[config.mk]
export PLATFORM = sky130hd
export DESIGN_NAME = ext_mem_port
export DESIGN_NICKNAME = d
export VERILOG_FILES = /design/src/rtl/ext_mem_port.sv
export SDC_FILE = /design/constraint.sdc
export NUM_CORES = 1
export LEC_CHECK = 0
export ABC_AREA = 1
export BUFFER_PORTS_ARGS = -buffer_cell sky130_fd_sc_hd__buf_2
export CORE_MARGIN = 8
export CORE_UTILIZATION = 42
export CTS_BUF_LIST = sky130_fd_sc_hd__clkbuf_8 sky130_fd_sc_hd__clkbuf_16
export CTS_CLUSTER_DIAMETER = 50
export DETAILED_ROUTE_END_ITERATION = 8
export PLACE_DENSITY = 0.86
export SKIP_LAST_GASP = 1
export SLEW_MARGIN = 20
export SYNTH_ARGS = -nofsm -noshare
export SYNTH_HDL_FRONTEND = slang
export SYNTH_SLANG_ARGS = --single-unit
[constraint.sdc]
create_clock -name clk -period 1.48 [get_ports clk]
set_input_delay 0.444 -clock clk [delete_from_list [all_inputs] [get_ports clk]]
set_output_delay 0.444 -clock clk [all_outputs]
set_load 0.01 [all_outputs]
[src/rtl/ext_mem_port.sv]
module ext_mem_port #(
  parameter int AW = 14,
  parameter int DW = 24,
  parameter int RW = 16,
  parameter int WSW = 3,
  parameter int WS_RESET = 7
) (
  input  logic          clk,
  input  logic          rst_n,
  input  logic          ws_we,
  input  logic [WSW-1:0] ws_din,
  input  logic          px_we,
  input  logic [DW-RW-1:0] px_din,
  output logic [DW-RW-1:0] px_out,
  input  logic          pm_req,
  input  logic          pm_we,
  input  logic          pm_wide,
  input  logic [AW-1:0] pm_addr,
  input  logic [DW-1:0] pm_wdata,
  output logic          pm_ack,
  output logic [DW-1:0] pm_rdata,
  input  logic          dm_req,
  input  logic          dm_we,
  input  logic [AW-1:0] dm_addr,
  input  logic [RW-1:0] dm_wdata,
  output logic          dm_ack,
  output logic [RW-1:0] dm_rdata,
  output logic [AW-1:0] ext_addr,
  input  logic [DW-1:0] ext_data_in,
  output logic [DW-1:0] ext_data_out,
  output logic          ext_data_oe,
  output logic          pms_n,
  output logic          dms_n,
  output logic          rd_n,
  output logic          wr_n
);
  localparam int XW = DW - RW;

  logic           busy, sp_pm, a_we, a_wide;
  logic [WSW-1:0] cnt, ws_q;
  logic [AW-1:0]  a_addr;
  logic [DW-1:0]  a_wdata;
  logic [XW-1:0]  px_q;
  logic           done;

  assign done = busy && (cnt == '0);

  always_ff @(posedge clk) begin
    if (!rst_n) begin
      busy    <= 1'b0;
      sp_pm   <= 1'b0;
      a_we    <= 1'b0;
      a_wide  <= 1'b0;
      a_addr  <= '0;
      a_wdata <= '0;
      cnt     <= '0;
    end else if (!busy) begin
      if (pm_req || dm_req) begin
        busy   <= 1'b1;
        sp_pm  <= pm_req;
        cnt    <= ws_q;
        a_we   <= pm_req ? pm_we : dm_we;
        a_wide <= pm_req && pm_wide;
        a_addr <= pm_req ? pm_addr : dm_addr;
        if (pm_req)
          a_wdata <= pm_wide ? pm_wdata : {pm_wdata[DW-1:XW], px_q};
        else
          a_wdata <= {dm_wdata, {XW{1'b0}}};
      end
    end else if (done) begin
      busy <= 1'b0;
    end else begin
      cnt <= cnt - 1'b1;
    end
  end

  always_ff @(posedge clk) begin
    if (!rst_n) ws_q <= WSW'(WS_RESET);
    else if (ws_we) ws_q <= ws_din;
  end

  always_ff @(posedge clk) begin
    if (!rst_n) px_q <= '0;
    else if (done && sp_pm && !a_we && !a_wide) px_q <= ext_data_in[XW-1:0];
    else if (px_we) px_q <= px_din;
  end

  assign px_out       = px_q;
  assign pm_ack       = done && sp_pm;
  assign dm_ack       = done && !sp_pm;
  assign pm_rdata     = ext_data_in;
  assign dm_rdata     = ext_data_in[DW-1:XW];
  assign ext_addr     = a_addr;
  assign ext_data_out = a_wdata;
  assign ext_data_oe  = busy && a_we;
  assign pms_n        = !(busy && sp_pm);
  assign dms_n        = !(busy && !sp_pm);
  assign rd_n         = !(busy && !a_we);
  assign wr_n         = !(busy && a_we);

  logic [WSW:0] run;
  always_ff @(posedge clk) begin
    if (!rst_n) run <= '0;
    else if (!busy || done) run <= '0;
    else run <= run + 1'b1;
  end

  AST_ONE_SELECT: assert property (@(posedge clk) disable iff (!rst_n) !(!pms_n && !dms_n));
  AST_ONE_STROBE: assert property (@(posedge clk) disable iff (!rst_n) !(!rd_n && !wr_n));
  AST_OE_IN_WRITE: assert property (@(posedge clk) disable iff (!rst_n) ext_data_oe == !wr_n);
  AST_ADDR_STABLE: assert property (@(posedge clk) disable iff (!rst_n) (!(rd_n && wr_n) && !$past(rd_n && wr_n) && !$past(pm_ack || dm_ack)) |-> $stable(ext_addr));
  AST_ACK_ONEHOT: assert property (@(posedge clk) disable iff (!rst_n) $onehot0({pm_ack, dm_ack}));
  AST_STROBE_LEN: assert property (@(posedge clk) disable iff (!rst_n) run <= (WSW+1)'((1 << WSW) - 1));
  AST_GAP: assert property (@(posedge clk) disable iff (!rst_n) (pm_ack || dm_ack) |=> (rd_n && wr_n && pms_n && dms_n));
  AST_TURN: assert property (@(posedge clk) disable iff (!rst_n) $fell(wr_n) |-> $past(rd_n));
endmodule

Word level (Yosys, flattened, before mapping)
Index checks and enable logic that the tools add are counted.
{"block": "classes", "add_sub_neg": 1, "eq_ne": 1, "n_mux": 12, "bitwise": 1, "n_reduce_logical": 23}
{"cell": "$mux W24", "n": 1}
{"cell": "$mux W8", "n": 3}
{"cell": "$mux W14", "n": 1}
{"cell": "$logic_and A1 B1 Y1", "n": 10}
{"cell": "$mux W3", "n": 3}
{"cell": "$logic_not A1 Y1", "n": 7}
{"cell": "$mux W1", "n": 4}
{"cell": "$reduce_and A2 Y1", "n": 2}
{"cell": "$reduce_bool A2 Y1", "n": 2}
{"cell": "$logic_not A3 Y1", "n": 1}
{"cell": "$sub A3 B1 Y3 const B", "n": 1}
{"cell": "$ne A2 B2 Y1 const B", "n": 1}
{"cell": "$logic_or A1 B1 Y1", "n": 1}
{"cell": "$not A1 Y1", "n": 1}
{"block": "word_totals", "ff_bits": 56, "in_bits": 112, "output_inout_bits": 93}

Depth between registers and ports, before layout
{"block": "depth", "depth_word": 6, "mapped_depth": 9}

Worst setup path before layout
OpenSTA, ideal clock, no wires.
{"block": "synth_path", "path_type": "flip-flop to output port", "start": "reg busy", "end": "out dm_ack", "arrival_time_ns": 0.996, "t_required_ns": 1.036, "slack_ns": 0.040, "stages_incl_launch_ff": 5, "path_buffers": 1, "path_cell_list": "dfxtp_1 buf_4 inv_2 or2_2 nor2_1"}
{"block": "synth_between", "elab_chain_len": 2}
{"element": "from (decl)", "line_no": "39", "source": "logic busy, sp_pm, a_we, a_wide;"}
{"element": "from (signal assigned)", "line_no": "50", "source": "busy <= 1'b0;"}
{"element": "from (signal assigned)", "line_no": "59", "source": "busy <= 1'b1;"}
{"element": "from (signal assigned)", "line_no": "71", "source": "busy <= 1'b0;"}
{"element": "$logic_and A1 B1 Y1", "line_no": "46", "source": "assign done = busy && (cnt == '0);"}
{"element": "$logic_and A1 B1 Y1", "line_no": "90", "source": "assign dm_ack = done && !sp_pm;"}
{"element": "to (decl)", "line_no": "26", "source": "output logic dm_ack,"}
Every way passes these cells.

Final worst setup path
{"block": "layout_path", "start": "reg cnt[1]", "end": "out pm_ack"}
{"block": "layout_between", "elab_chain_len": 3}
{"element": "from (decl)", "line_no": "40", "source": "logic [WSW-1:0] cnt, ws_q;"}
{"element": "from (signal assigned)", "line_no": "61", "source": "cnt <= ws_q;"}
{"element": "from (signal assigned)", "line_no": "73", "source": "cnt <= cnt - 1'b1;"}
{"element": "$logic_not A3 Y1", "line_no": "46"}
{"element": "$logic_and A1 B1 Y1", "line_no": "46"}
{"element": "$logic_and A1 B1 Y1", "line_no": "89", "source": "assign pm_ack = done && sp_pm;"}
{"element": "to (decl)", "line_no": "20", "source": "output logic pm_ack,"}
Every way passes these cells.

==> results.cfg <==
[status]
status = finished, violations left
violations = negative setup slack

[timing]
slew_headroom_pct = 74.80
fmax_ghz = 0.6134
fin_tns_setup_ps = -345.9
final_max_slew_viol_count = 0
finalCritPeriodShare_pct = 110.2
setup_viol = 4
clock_skew_ps = 5.481
final.min_clock_period_ps = 1630
finalWorstSetupSlack_ps = -150.3
rsz0062_at_grt = yes
hold_viol = 0
worstMarginPinSlew_ps = 377.6
whs_ps = 341.4

[detailed_routing]
ant_nets = 0
drt-initial-drc-count = 66
routed_via_density = 4.747
wirelength_mm = 9.171
drt_pass1_iterations = 4
wl_per_cell_um = 13.27
vias = 3280
drc = 0

[global_routing]
globalRouteMet1Util_pct = 17.42
grt_max_degree = 32
grt_usage_pct = 17.49
grt_use_met2_pct = 32.04
grt_pass1_vias = 3225
grt_pass1_wl_mm = 14.62
antenna_found_initial = 0
grt.met3_usage_pct = 7.010
overflow = 0
grt.busiest_layer = met2

[final_layout]
layout-drive-gt1-share_pct = 35.30
layout.nets = 705
area_delta_synth_final_pct = 27.77
fillers = 697
utilization_pct = 54.96
diodes = 0
stdcell_count = 691
fin_area_mm2 = 0.003944

[placed_design]
postPlaceCellArea_mm2 = 0.003671
gp_congestion = 0.9018
dp_slack_ps = 7.181
dpl.hpwl_mm = 7.203
dp.cells = 675
port_buffers = 156

[power]
total_power_mw = 3.865
powerDensity_mw_per_mm2 = 980.0
vdd_ir_drop_max_v = 0.0004867
power.leakage_nw = 2.172

[clock_network]
clk_path_buf_depth = 2
cts_buffers = 5
htreeDepth = 2
ctsRootBufferMaster = clkbuf_8
cts.sinks = 56
clk_latency_ps = 310
clk_pin_slew_ps = 100
cts_tree = built
hold_buffers = 0

[worst_hold_path]
holdCritPathClass = in2reg
holdPathStages = 3

[yosys]
netlist_area_mm2 = 0.003087
synth_cells = 471
yosysSeqAreaShare_pct = 36.32
syn_nets = 585
yosys_warnings = 0
avgSynthCellArea_um2 = 6.554
ys_ff_latch = 56
yosysUniqueCellTypes = 22

[floorplan]
fp.dieH_um = 101.7
die_x_um = 101.7
core_area_mm2 = 0.007176
ios = 205
initial_core_util_pct = 43.02
fp.dieArea_mm2 = 0.01035
row_count = 31

[worst_setup_path]
critPathArrivalTime_ps = 1190
critPathCaptureType = primary output
endpoint = pm_ack
startpoint = cnt[1]$_SDFFE_PN0P_
critPathKind = reg2out
r2r_slack_ps = 130
cp.required_ps = 1040
cp-start-kind = flop
worstReg2RegStart = cnt[1]$_SDFFE_PN0P_
cp_max_fo = 3
r2r-end = px_out[5]$_SDFFE_PN0P_
r2r_cells = 8

[flow_run]
drv_cap = 0
[cells by family (layout without fill, tap and decap cells)]
family	Yosys count	in the layout	share of synthesized area, %
DFF	56	56	36.32
adders and majority gates	2	2	0.8106
AOI/OAI and AO/OA	63	63	10.58
and+or+nand+nor	257	257	33.60
buffers and inverters	93	214	18.69
[layout by cell type, fill, tap and decap left out, types with 2 or more instances in the layout]
cell / n
inv_1: 22
dfxtp_2: 4
nand3_1: 21
o21ai_0: 38
or2_4: 2
nand2_4: 4
buf_6: 8
buf_2: 150
nor2_4: 3
inv_2: 5
clkbuf_8: 5
buf_4: 15
nand2_1: 158
a21oi_1: 19
o21ai_1: 5
nor2_1: 67
dfxtp_1: 51
buf_12: 4
[state kept, by name (all words and copies together) (netlist names)]
register      cells
sp_pm             1
a_we              1
a_wide            1
px_out            8
busy              1
ext_data_out     24
ext_addr         14
ws_q              3
cnt               3
[cells in the mapped netlist]
cell	number	area, um2
inv_2	3	11.26
nand3_1	21	105.1
buf_1	1	3.750
a21oi_1	19	95.09
or2_2	2	12.51
clkbuf_1	8	30.03
nor2_1	68	255.2
nor2_2	2	12.51
buf_2	5	25.02
clkinv_1	1	3.750
nor2_4	1	11.26
nand3_4	1	17.52
nand2_4	2	22.52
o21ai_4	1	16.27
buf_6	9	101.4
ha_1	2	25.02
inv_1	25	93.84
nand2_1	160	600.6
o21ai_1	5	25.02
dfxtp_1	56	1121
buf_4	41	307.8
o21ai_0	38	190.2
[how the worst min path moves through the flow]
stage,end,slack [ps],startpoint
2_1_floorplan,ws_q[0]$_SDFFE_PN1P_,420,ws_q[0]$_SDFFE_PN1P_
3_3_place_gp,ws_q[1]$_SDFFE_PN1P_,450,ws_q[1]$_SDFFE_PN1P_
3_5_place_dp,ws_q[1]$_SDFFE_PN1P_,450,ws_q[1]$_SDFFE_PN1P_
4_1_cts,ws_q[1]$_SDFFE_PN1P_,340,ws_din[1]
5_1_grt,ws_q[0]$_SDFFE_PN1P_,340,ws_din[0]
6_report,ws_q[1]$_SDFFE_PN1P_,340,ws_din[1]
[area by class of cell]
cell class | count | area (um2) | area share [%]
multi-input combinational | 322 | 1434 | 36.36
sequential | 56 | 1130 | 28.65
timing repair buffer | 177 | 1033 | 26.21
tap | 99 | 123.9 | 3.141
inverter | 29 | 111.4 | 2.824
clock buffer | 5 | 68.82 | 1.745
clock inverter | 3 | 42.54 | 1.079
[power by group]
part	switching, mW	internal [mW]	leakage, nW	total [mW]
registers	0.0857	1.66	0.465	1.74
clock network	0.507	0.502	0.0541	1.01
logic	0.614	0.498	1.65	1.11
total	1.21	2.66	2.17	3.86
[critical path: stages, from the launching register on]
cell     delay (ps)
dfxtp_2         340
inv_2            70
ha_4            140
nand2_4          70
nor2_4          130
buf_6           120
[metal layers]
metal  routed length (um)  up-vias
met5                    0        -
met4                  200        0
met3                  986       21
met2                 4459      153
met1                 3525     1453
li1                     -     1653
[what timing repair did]
action | 4_1_cts | 5_1_grt
resized for setup | 20 | 10
pin swaps | 5 | 4
setup endpoints to repair | 7 | 34
setup buffers | 6 | 3
Power figures use the tool's default switching activity.
